==> src/rtl/lfu_pkg.sv <==
package lfu_pkg;
   // index width that stays at least one bit for degenerate sizes
   function automatic int idx_w(input int n);
      return (n < 2) ? 1 : $clog2(n);
   endfunction
endpackage

==> src/rtl/lfu_cnt_cell.sv <==
module lfu_cnt_cell #(
   parameter int CNT_W = 4
) (
   input  logic             clk,
   input  logic             rst_n,
   input  logic             clr,
   input  logic             inc,
   output logic [CNT_W-1:0] cnt
);
   localparam logic [CNT_W-1:0] CNT_MAX = {CNT_W{1'b1}};

   always_ff @(posedge clk or negedge rst_n) begin
      if (!rst_n)                      cnt <= '0;
      else if (clr)                    cnt <= '0;
      else if (inc && cnt != CNT_MAX)  cnt <= cnt + 1'b1;
   end

   AST_CLEAR_ZERO: assert property (@(posedge clk) disable iff (!rst_n)
      clr |=> (cnt == '0));
   AST_INC_ONE: assert property (@(posedge clk) disable iff (!rst_n)
      (inc && !clr && cnt != CNT_MAX) |=> (cnt == $past(cnt) + 1'b1));
   AST_SAT_HOLD: assert property (@(posedge clk) disable iff (!rst_n)
      (inc && !clr && cnt == CNT_MAX) |=> (cnt == CNT_MAX));
   AST_IDLE_STABLE: assert property (@(posedge clk) disable iff (!rst_n)
      (!inc && !clr) |=> $stable(cnt));
endmodule

==> src/rtl/lfu_scan.sv <==
module lfu_scan #(
   parameter int NUM_WAYS = 4,
   parameter int CNT_W    = 4,
   parameter int WAY_W    = 2
) (
   input  logic [NUM_WAYS-1:0][CNT_W-1:0] cnt_vec,
   input  logic [NUM_WAYS-1:0]            valid,
   output logic [WAY_W-1:0]               victim
);
   logic [CNT_W-1:0] lowest;
   logic             stop;

   always_comb begin
      victim = '0;
      lowest = cnt_vec[0];
      stop   = 1'b0;
      for (int i = 1; i < NUM_WAYS; i++) begin
         if (!stop) begin
            if (!valid[i]) begin
               victim = WAY_W'(i);
               stop   = 1'b1;
            end else if (cnt_vec[i] < lowest) begin
               victim = WAY_W'(i);
               lowest = cnt_vec[i];
            end
         end
      end
   end
endmodule

==> src/rtl/lfu_victim_sel.sv <==
module lfu_victim_sel #(
   parameter int NUM_WAYS = 4,
   parameter int NUM_SETS = 16,
   parameter int CNT_W    = 4,
   localparam int WAY_W   = lfu_pkg::idx_w(NUM_WAYS),
   localparam int SET_W   = lfu_pkg::idx_w(NUM_SETS)
) (
   input  logic                clk,
   input  logic                rst_n,
   input  logic [SET_W-1:0]    set_idx,
   input  logic [NUM_WAYS-1:0] way_valid,
   input  logic                upd_en,
   input  logic [WAY_W-1:0]    upd_way,
   input  logic                upd_hit,
   input  logic                evict_en,
   input  logic [WAY_W-1:0]    evict_way,
   output logic [WAY_W-1:0]    victim_way
);
   if (NUM_WAYS < 2) begin : g_bad_ways
      $error("lfu_victim_sel: NUM_WAYS must be at least 2");
   end
   if (NUM_SETS < 2) begin : g_bad_sets
      $error("lfu_victim_sel: NUM_SETS must be at least 2");
   end
   if (CNT_W < 1) begin : g_bad_cnt
      $error("lfu_victim_sel: CNT_W must be at least 1");
   end

   logic [CNT_W-1:0]                cnt_all [NUM_SETS][NUM_WAYS];
   logic [NUM_WAYS-1:0][CNT_W-1:0] sel_cnt;

   for (genvar s = 0; s < NUM_SETS; s++) begin : g_set
      for (genvar w = 0; w < NUM_WAYS; w++) begin : g_way
         logic hit_sel, fill_sel, ev_sel, clr_c, inc_c;
         assign hit_sel  = (set_idx == SET_W'(s)) && upd_en && upd_hit
                           && (upd_way == WAY_W'(w));
         assign fill_sel = (set_idx == SET_W'(s)) && upd_en && !upd_hit
                           && (upd_way == WAY_W'(w));
         assign ev_sel   = (set_idx == SET_W'(s)) && evict_en
                           && (evict_way == WAY_W'(w));
         assign clr_c    = fill_sel || ev_sel;
         assign inc_c    = hit_sel && !ev_sel;

         lfu_cnt_cell #(.CNT_W(CNT_W)) u_cell (
            .clk   (clk),
            .rst_n (rst_n),
            .clr   (clr_c),
            .inc   (inc_c),
            .cnt   (cnt_all[s][w])
         );
      end
   end

   always_comb begin
      for (int w = 0; w < NUM_WAYS; w++) sel_cnt[w] = cnt_all[set_idx][w];
   end

   lfu_scan #(
      .NUM_WAYS (NUM_WAYS),
      .CNT_W    (CNT_W),
      .WAY_W    (WAY_W)
   ) u_scan (
      .cnt_vec (sel_cnt),
      .valid   (way_valid),
      .victim  (victim_way)
   );

   AST_VICTIM_INVALID: assert property (@(posedge clk) disable iff (!rst_n)
      (!(&way_valid[NUM_WAYS-1:1])) |-> !way_valid[victim_way]);

   for (genvar w = 0; w < NUM_WAYS; w++) begin : g_chk
      AST_VICTIM_MIN: assert property (@(posedge clk) disable iff (!rst_n)
         (&way_valid[NUM_WAYS-1:1]) |-> (sel_cnt[victim_way] <= sel_cnt[w]));
      AST_TIE_LOW: assert property (@(posedge clk) disable iff (!rst_n)
         ((&way_valid[NUM_WAYS-1:1]) && sel_cnt[victim_way] == sel_cnt[w])
         |-> (victim_way <= WAY_W'(w)));
   end
endmodule

==> config.mk <==
export PLATFORM = sky130hd
export DESIGN_NAME = lfu_victim_sel
export DESIGN_NICKNAME = d
export VERILOG_FILES = /design/src/rtl/lfu_pkg.sv /design/src/rtl/lfu_cnt_cell.sv /design/src/rtl/lfu_scan.sv /design/src/rtl/lfu_victim_sel.sv
export SDC_FILE = /design/constraint.sdc
export NUM_CORES = 1
export LEC_CHECK = 0
export BUFFER_PORTS_ARGS = -buffer_cell sky130_fd_sc_hd__clkbuf_2
export CAP_MARGIN = 20
export CELL_PAD_IN_SITES_DETAIL_PLACEMENT = 0
export CELL_PAD_IN_SITES_GLOBAL_PLACEMENT = 1
export CORE_UTILIZATION = 40
export CTS_CLUSTER_DIAMETER = 100
export DETAILED_ROUTE_END_ITERATION = 12
export PLACE_DENSITY_LB_ADDON = 0.05
export SYNTH_ARGS = -nofsm -noshare
export SYNTH_HDL_FRONTEND = slang
export SYNTH_SLANG_ARGS = --single-unit
==> constraint.sdc <==
create_clock -name clk -period 14.2 [get_ports clk]
set_input_delay 1.42 -clock clk [delete_from_list [all_inputs] [get_ports clk]]
set_output_delay 1.42 -clock clk [all_outputs]
set_load 0.05 [all_outputs]
* Word level (Yosys, flattened, before mapping) *
Cells that the tools add are included.

word-level totals
  output and inout bits = 2
  bits in registers = 256

operators by class
  eq/ne operators = 85
  multiplexer cells = 147
  $add $sub $neg = 64
  reduce and logical (&&, ||, !) cells = 580
  $lt $le $gt $ge = 4
  bitwise logic cells = 1

operator list
  kind                   count
  $mux W4                133
  $logic_and A1 B1 Y1    384
  $add A4 B1 Y4 const B  64
  $ne A4 B4 Y1 const B   64
  $reduce_bool A2 Y1     64
  $logic_not A1 Y1       65
  $bmux W16 S4           1
  $logic_or A1 B1 Y1     64
  $eq A4 B4 Y1 const B   8
  $mux W16               2
  $eq A4 B3 Y1 const B   4
  $mux W2                7
  $lt A4 B4 Y1           3
  $eq A2 B2 Y1 const B   4
  $eq A4 B2 Y1 const B   2
  $ge A5 B5 Y1 const B   1
  $not A4 Y5             1
  $eq A2 B1 Y1 const B   2
  $eq A4 B1 Y1 const B   1
  $logic_not A2 Y1       2
  $logic_not A4 Y1       1
  $mux W1                4

* Longest topological paths before layout *
Gate-level depths: netlist (run 1).

  word-level depth = 15
  gate-level depth with buffers = 24
  gate-level depth less buffers = 21

* Cells and area by module *
From an unflattened synthesis (run 1), not the netlist that was laid out.

unflattened totals
  cells, all modules = 1684
  area total of the unflattened synthesis = 18008.5 um^2

by module, submodules not included
  module          times used  area an instance (um^2)  cells an instance  seq. area each (um^2)
  lfu_cnt_cell    64          229.0                    20                 100.1
  lfu_victim_sel  1           2875.3                   343                0.0
  lfu_scan        1           479.2                    61                 0.0

* Least setup slack after synthesis (run 1) *
OpenSTA, ideal clock, no wires.

  path kind = in2out
  start point = input set_idx[0]
  end point = output victim_way[0]
  stages on the path = 23
  slack = 5.653 ns
  arrival time = 7.127 ns
  cell sequence = buf_6 -> buf_6 -> buf_4 -> buf_2 -> mux4_2 -> mux4_2 -> ha_1 -> and3_1 -> a211oi_2 -> mux2_2 -> inv_1 -> ha_1 -> a21o_1 -> a21oi_1 -> nand3_1 -> nor3_1 -> mux2i_1 -> ha_1 -> a21oi_1 -> nor2b_1 -> o21ai_0 -> nand2_1 -> o211ai_1

on the way
  cells in the longest elaborated chain, start to end = 15
  elaborated cells between the ends (all ways) = 20
  classes of those cells = order compare: 3; mux: 16; bitwise: 1

ends and longest elaborated chain
  what                                              RTL line              text
  start, declared                                   lfu_victim_sel.sv:10  input logic [SET_W-1:0] set_idx,
  $not A4 Y5 (not written as such) (*)              lfu_victim_sel.sv:55  for (int w = 0; w < NUM_WAYS; w++) sel_cnt[w] = cnt_all[set_idx][w];
  $bmux W16 S4 (*)                                  lfu_victim_sel.sv:55
  $mux W16 (not written as such) (*) (2 in series)  lfu_victim_sel.sv:55
  $lt A4 B4 Y1                                      lfu_scan.sv:22        end else if (cnt_vec[i] < lowest) begin
  $mux W4                                           lfu_scan.sv:22
  $mux W4                                           lfu_scan.sv:19        if (!valid[i]) begin
  $lt A4 B4 Y1                                      lfu_scan.sv:22
  $mux W4                                           lfu_scan.sv:22
  $mux W4                                           lfu_scan.sv:19
  $mux W4                                           lfu_scan.sv:18        if (!stop) begin
  $lt A4 B4 Y1                                      lfu_scan.sv:22
  $mux W2                                           lfu_scan.sv:22
  $mux W2                                           lfu_scan.sv:19
  $mux W2 (*)                                       lfu_scan.sv:18
  end, declared                                     lfu_victim_sel.sv:17  output logic [WAY_W-1:0] victim_way

Mark *: on every way between the ends. The rest lies on a longest branch, timed or not. The select of a mux whose other input is x is not followed.

* Final worst setup path (run 1) *
Same ends and word-level chain as after synthesis.

==> results.py, run 1 <==
metrics = {
    "floorplanning": {
        "die_y_um": 201,
        "ios": 19,
        "core_area_mm2": 0.0388,
        "row_count": 72,
        "die_area_mm2": 0.0404,
        "die_width_um": 201,
        "start_util_pct": 40.8,
    },
    "setup_path": {
        "crit_chain": "buf_4 > buf_4 > mux4_1 > mux4_2 > ha_1 > a21oi_1 > nor2b_1 > a211oi_2 > mux2_2 > inv_1 > ha_1 > a21o_1 > a21oi_1 > nand3_1 > nor3_1 > mux2i_1 > ha_1 > a21oi_1 > nor2b_1 > o21ai_0 > nand2_1 > o211ai_1 > clkbuf_2",
        "crit_arrival_ns": 7.92,
        "r2r_end": "g_set[9].g_way[3].u_cell.cnt[3]",
        "critPathRequiredTime_ns": 12.78,
        "reg2reg_slack_ns": 12.44,
        "ff2ff_path_depth": 5,
        "crit_type": "in2out",
        "crit_path_end": "victim_way[0]",
        "cpPeakStageDelay_ns": 0.72,
        "worstSetupEndpointType": "output pin",
        "start_kind": "input port",
        "crit_fanout": 36,
        "crit_start": "set_idx[0]",
        "slowest_stage": "mux4_1",
        "reg2reg_from": "g_set[9].g_way[3].u_cell.cnt[0]",
    },
    "timing": {
        "fmax_mhz": 107,
        "rsz0062_at_grt": "no",
        "max_slew_margin_pct": 28.4,
        "finalHoldViolations": 0,
        "setup_tns_ns": 0,
        "finalMaxSlewViolations": 0,
        "finalCriticalPeriod_ns": 9.34,
        "setup_viol": 0,
        "fin_ws_ns": 4.86,
        "fin_skew_ns": 0.00831,
        "min_period_over_period_pct": 65.8,
        "worst_pin_slew_ns": 1.07,
    },
    "clock_network": {
        "cts_setup_buffers": 0,
        "cts_sinks": 256,
        "ctsHoldBuffers": 0,
        "path_clk_slew_ns": 0.06,
        "htree_levels": 2,
        "cts_buffers": 34,
        "clock_path_buffers": 3,
        "cts_tree": "done",
        "cts_resized": 0,
        "cts_root_buf": "clkbuf_16",
        "clk_latency_ns": 0.54,
    },
    "placement": {
        "post-dp-hpwl_um": 32400,
        "port_buffers": 17,
        "pre_cts_ws_ns": 4.85,
        "gp_congestion": 0.861,
        "place_area_mm2": 0.0164,
    },
    "yosys": {
        "synth_fp_nets": 1539,
        "yosys_warnings": 0,
        "ys_top_cells_by_area": "dfrtp_1 40%, mux4_2 8.7%, nor2_1 7.1%",
        "ys_types": 55,
        "yosysTopAreaCellShare_pct": 40.4,
        "synth_area_mm2": 0.0159,
        "yosysTopAreaCell": "dfrtp_1",
        "ys_seq_area_share_pct": 40.4,
        "synthArstFlopShare_pct": 100,
        "synth_edf_count": 0,
        "synth-seq-cells": 256,
        "avgSynthCellArea_um2": 11.0,
        "postSynthCellCount": 1447,
        "synthFlopType": "dfrtp_1",
    },
    "detailed_routing": {
        "via_per_inst": 5.61,
        "final_antenna_net_count": 0,
        "dr.first_iter.drc_count": 542,
        "route.met3.wl_um": 1370,
        "wl_met1_um": 21700,
        "wirelength_um": 44900,
        "top_layer": "met4",
        "first_pass_iters": 4,
        "num_vias": 11200,
        "wl_per_cell_um": 22.4,
        "drc": 0,
        "wl_met2_um": 20400,
    },
    "final_layout": {
        "layout_commonest_cell": "nor2_1",
        "largest_reg_flops": 256,
        "largest_register": "g_set.g_way.u_cell.cnt",
        "finish.instance_area_mm2": 0.0175,
        "drive_gt1_share_pct": 14.8,
        "nets": 1552,
        "final_cell_mix": "301 x nor2_1, 256 x dfrtp_1, 122 x xor2_1",
        "num_antenna_cells": 0,
        "synthToLayoutAreaGrowth_pct": 10.6,
        "n_fill_cell": 3643,
        "postLayoutCoreUtil_pct": 45.2,
        "reg_top3": "g_set.g_way.u_cell.cnt (256)",
    },
    "power": {
        "leakagePower_uw": 0.00785,
        "peakVddDrop_mv": 0.0915,
        "finalPower_uw": 1860,
        "pwr_density_cell_mw_per_mm2": 106,
    },
    "status": {
        "run_status": "completed",
    },
    "global_route": {
        "grt_overflow_total": 0,
        "grt_max_degree": 92,
        "grt_usage_pct": 23.0,
        "antenna_found_initial": 1,
        "grt_pass1_vias": 11300,
        "grt_pass1_wl_um": 70200,
    },
    "run": {
        "drv_cap": 0,
    },
    "hold_path": {
        "min_path_type": "reg2reg",
    },
}
## cell usage after synthesis (all sizes together) (7+ instances only)
master,count
nor2,303
dfrtp,256
xor2,122
nand2,117
mux4,77
ha,75
mux2i,68
o22ai,64
nand4,63
xnor2,63
and3,38
nor4,37
a311oi,26
buf,26
clkbuf,25
a21oi,16
nand2b,9
nor3,9
inv,7
## metal layers
| layer | GRT usage (%) | vias to the layer above |
|---|---|---|
| met5 | 0 | - |
| met4 | 7.58 | 0 |
| met2 | 35.8 | 158 |
| met1 | 32.9 | 5701 |
| met3 | 3.55 | 67 |
| li1 | - | 5305 |
## through the flow
stage	cells	hold WS, ns
6_report	2003	0.563
5_1_grt	2003	0.589
4_1_cts	2001	0.563
3_5_place_dp	1940	0.545
3_3_place_gp	1940	0.543
2_1_floorplan	1447	0.511
## where the power goes
group	internal (uW)	total, uW	switching (uW)
sequential	761	810	48.7
combinational	69.2	168	99.3
clock	535	877	342
total	1370	1860	490
## worst min-delay path by stage
stage / endpoint / from / cells past startpoint
4_1_cts: g_set[13].g_way[3].u_cell.cnt[3] / g_set[13].g_way[3].u_cell.cnt[3] / 2
3_3_place_gp: g_set[0].g_way[3].u_cell.cnt[3] / g_set[0].g_way[3].u_cell.cnt[3] / 2
2_1_floorplan: g_set[1].g_way[0].u_cell.cnt[3] / g_set[1].g_way[0].u_cell.cnt[3] / 2
6_report: g_set[13].g_way[3].u_cell.cnt[3] / g_set[13].g_way[3].u_cell.cnt[3] / 2
5_1_grt: g_set[4].g_way[3].u_cell.cnt[3] / g_set[4].g_way[3].u_cell.cnt[3] / 2
3_5_place_dp: g_set[13].g_way[3].u_cell.cnt[3] / g_set[13].g_way[3].u_cell.cnt[3] / 2
## critical path, delay by kind of cell
kind                       cells  cell delay (ns)
AOI/OAI and AO/OA              7             1.51
adders and majority gates      3             0.83
buffers and inverters          4             1.49
muxes                          4             1.89
and+or+nand+nor                5             0.72
## logic make-up after synthesis
logic type                 Yosys count  synth area share, %
buffers and inverters               58                 1.96
muxes                              148                 15.8
DFF                                256                 40.4
adders and majority gates           75                 5.92
and+or+nand+nor                    602                 19.4
AOI/OAI and AO/OA                  123                 6.30
xor gates and xnor gates           185                 10.2
## cell type report
class                      instances  area, um2  share of cell area [%]
clock inverter                    10        133                   0.756
clock buffer                      51        986                    5.62
timing repair buffer              28        190                    1.08
multi-input combinational       1133       9150                    52.2
sequential                       256       6410                    36.5
inverter                           7       26.3                   0.150
tap                              518        648                    3.70
(Power assumes the default switching activity.)
==> inputs of run 2 (changes only) <==
Settings changed: ABC_AREA set to 1.
Clock period 14.2 ns to 9.1 ns, I/O delays scaled along.
==> results.py, run 2 <==
metrics = {
    "placement": {
        "post-dp-hpwl_um": 40000,
        "port_buffers": 17,
        "dp_cells": 2735,
        "gp_congestion": 0.883,
    },
    "detailed_routing": {
        "wl_per_cell_um": 19.7,
        "final_antenna_net_count": 0,
        "first_pass_iters": 5,
        "dr.first_iter.drc_count": 1208,
        "wirelength_um": 55200,
        "num_vias": 15500,
        "drc": 0,
        "via_per_inst": 5.54,
    },
    "floorplanning": {
        "ios": 19,
        "die_area_mm2": 0.0413,
        "row_count": 73,
        "die_width_um": 203,
        "start_util_pct": 40.6,
        "die_y_um": 203,
        "core_area_mm2": 0.0398,
    },
    "final_layout": {
        "num_antenna_cells": 0,
        "drive_gt1_share_pct": 5.19,
        "layout_commonest_cell": "inv_1",
        "regArea_mm2": 0.00641,
        "multi_input_area_mm2": 0.00807,
        "synthToLayoutAreaGrowth_pct": 11.6,
        "final_cell_mix": "392 x inv_1, 334 x nand2_1, 256 x dfrtp_1",
        "nets": 2338,
        "largest_register": "g_set.g_way.u_cell.cnt",
        "reg_top3": "g_set.g_way.u_cell.cnt (256)",
        "fin_cells": 2797,
        "largest_reg_flops": 256,
        "n_fill_cell": 4120,
    },
    "clock_network": {
        "cts_tree": "done",
        "cts_resized": 0,
        "htree_levels": 2,
        "cts_sinks": 256,
        "cts_buffers": 34,
        "ctsHoldBuffers": 0,
        "cts_root_buf": "clkbuf_16",
        "clock_path_buffers": 3,
        "cts_setup_buffers": 0,
        "clk_latency_ns": 0.54,
        "path_clk_slew_ns": 0.06,
    },
    "run": {
        "drv_cap": 0,
    },
    "timing": {
        "fin_skew_ns": 0.0105,
        "setup_viol": 0,
        "min_period_over_period_pct": 80.4,
        "finalHoldViolations": 0,
        "setup_tns_ns": 0,
        "rsz0062_at_grt": "no",
        "worst_pin_slew_ns": 0.999,
        "fmax_mhz": 137,
        "finalMaxSlewViolations": 0,
        "max_slew_margin_pct": 33.3,
        "finalCriticalPeriod_ns": 7.32,
    },
    "setup_path": {
        "crit_arrival_ns": 6.41,
        "crit_fanout": 22,
        "crit_path_end": "victim_way[1]",
        "start_kind": "input port",
        "worstSetupEndpointType": "output pin",
        "crit_type": "in2out",
        "r2r_end": "g_set[7].g_way[3].u_cell.cnt[3]",
        "reg2reg_from": "g_set[7].g_way[3].u_cell.cnt[0]",
        "crit_start": "set_idx[0]",
        "reg2reg_slack_ns": 6.97,
        "ff2ff_path_depth": 9,
        "critPathRequiredTime_ns": 8.19,
    },
    "yosys": {
        "ys_types": 45,
        "avgSynthCellArea_um2": 7.26,
        "synth-seq-cells": 256,
        "synthFlopType": "dfrtp_1",
        "yosysTopAreaCellShare_pct": 39.6,
        "yosysMostFrequentCell": "inv_1",
        "ys_top_cells_by_area": "dfrtp_1 40%, inv_1 9.1%, nand2_1 7.8%",
        "ys_seq_area_share_pct": 39.6,
        "synthArstFlopShare_pct": 100,
        "postSynthCellCount": 2229,
        "synth_area_mm2": 0.0162,
        "ys_top_cells_by_count": "393 x inv_1, 336 x nand2_1, 256 x dfrtp_1",
        "synth_fp_nets": 2321,
        "yosysTopAreaCell": "dfrtp_1",
        "synth_edf_count": 0,
        "yosys_warnings": 0,
    },
    "status": {
        "run_status": "completed",
    },
    "power": {
        "peakVddDrop_mv": 0.156,
        "leakagePower_uw": 0.00841,
        "pwr_density_cell_mw_per_mm2": 200,
    },
    "global_route": {
        "grt_overflow_total": 0,
        "grt_usage_pct": 27.3,
        "grt_pass1_vias": 14600,
        "grt_pass1_wl_um": 85900,
        "grt_max_degree": 149,
        "antenna_found_initial": 3,
    },
    "hold_path": {
        "min_path_type": "in2async",
    },
}
[run 2: cell count changes in the layout (fill, tap and decap cells not counted), moves of 61 or more]
| cell | previous run | this run |
|---|---|---|
| a21oi_1 | 15 | 173 |
| inv_1 | 7 | 392 |
| mux2i_1 | 68 | 0 |
| mux4_2 | 61 | 0 |
| nand2_1 | 109 | 334 |
| nand3_1 | 6 | 127 |
| nor3_1 | 8 | 80 |
| o21ai_0 | 4 | 189 |
| xor2_1 | 122 | 13 |
[run 2: per-layer routing]
layer	global-route usage (%)	routed length [um]	up-vias
li1	-	-	7541
met1	38.8	25900	7378
met2	42.0	24200	475
met3	5.03	3600	94
met4	8.54	1520	4
met5	0	25	-
[run 2: cells by family after synthesis]
group / count (synthesis) / share of synthesized area, %
adder cells (fa/ha/maj): 75 / 5.80
AND/OR/NAND/NOR: 884 / 24.0
AO/OA/AOI/OAI: 546 / 19.1
flip-flops: 256 / 39.6
buffers and inverters: 452 / 10.6
XOR/XNOR: 16 / 0.866
[run 2: worst min path at each step]
stage                                               start                              end  slack (ns)
final                                               rst_n  g_set[3].g_way[0].u_cell.cnt[1]        0.39
after global routing                                rst_n  g_set[3].g_way[0].u_cell.cnt[1]        0.49
after CTS                                           rst_n  g_set[3].g_way[0].u_cell.cnt[1]        0.45
after detailed placement  g_set[4].g_way[1].u_cell.cnt[3]  g_set[4].g_way[1].u_cell.cnt[3]        0.45
after global placement    g_set[4].g_way[1].u_cell.cnt[3]  g_set[4].g_way[1].u_cell.cnt[3]        0.45
after floorplan           g_set[4].g_way[1].u_cell.cnt[3]  g_set[4].g_way[1].u_cell.cnt[3]        0.43
[run 2: report_power, final]
group	switching (uW)	internal [uW]	total, uW	leakage, uW
Combinational	450	238	688	0.00461
Clock	544	891	1430	0.000585
Sequential	161	1330	1490	0.00322
Total	1160	2460	3620	0.00841
[run 2: cell type report]
class,count,area share [%]
well taps,525,3.64
repair buffers,36,1.39
clock inverters,9,0.679
inverters,397,8.25
clock buffers,53,5.90
flip-flops and latches,256,35.5
multi-input cells,1521,44.7
[run 2: critical path: stages]
cell	delay, ns
clkbuf_2	0.47
inv_2	0.35
nand2_2	0.56
buf_4	0.41
o22ai_1	0.12
o21ai_0	0.19
nand4_1	0.21
inv_1	0.15
ha_1	0.25
a211oi_1	0.35
nand2_2	0.17
o21ai_0	0.30
ha_1	0.30
nand2_1	0.06
inv_1	0.03
nand2_1	0.10
nand3_2	0.12
o21ai_0	0.24
ha_1	0.28
nand2_1	0.07
nand2_1	0.05
nand2_1	0.06
nand2_1	0.09
a21oi_1	0.21
clkbuf_2	0.32
[run 2: stage by stage]
stage / total power (uW) / hold WS [ns] / worst slack [ns] / instance area [um2] / utilization (%)
floorplan: 1950 / 0.433 / 2.78 / 16200 / -
global placement: 2180 / 0.454 / 1.93 / 16900 / 42.4
detailed placement: 2190 / 0.455 / 1.83 / 16900 / 42.4
CTS: 3650 / 0.453 / 1.82 / 18100 / 45.4
global route: 3830 / 0.492 / 1.30 / 18100 / 45.4
finish: 3620 / 0.390 / 1.78 / 18100 / 45.4
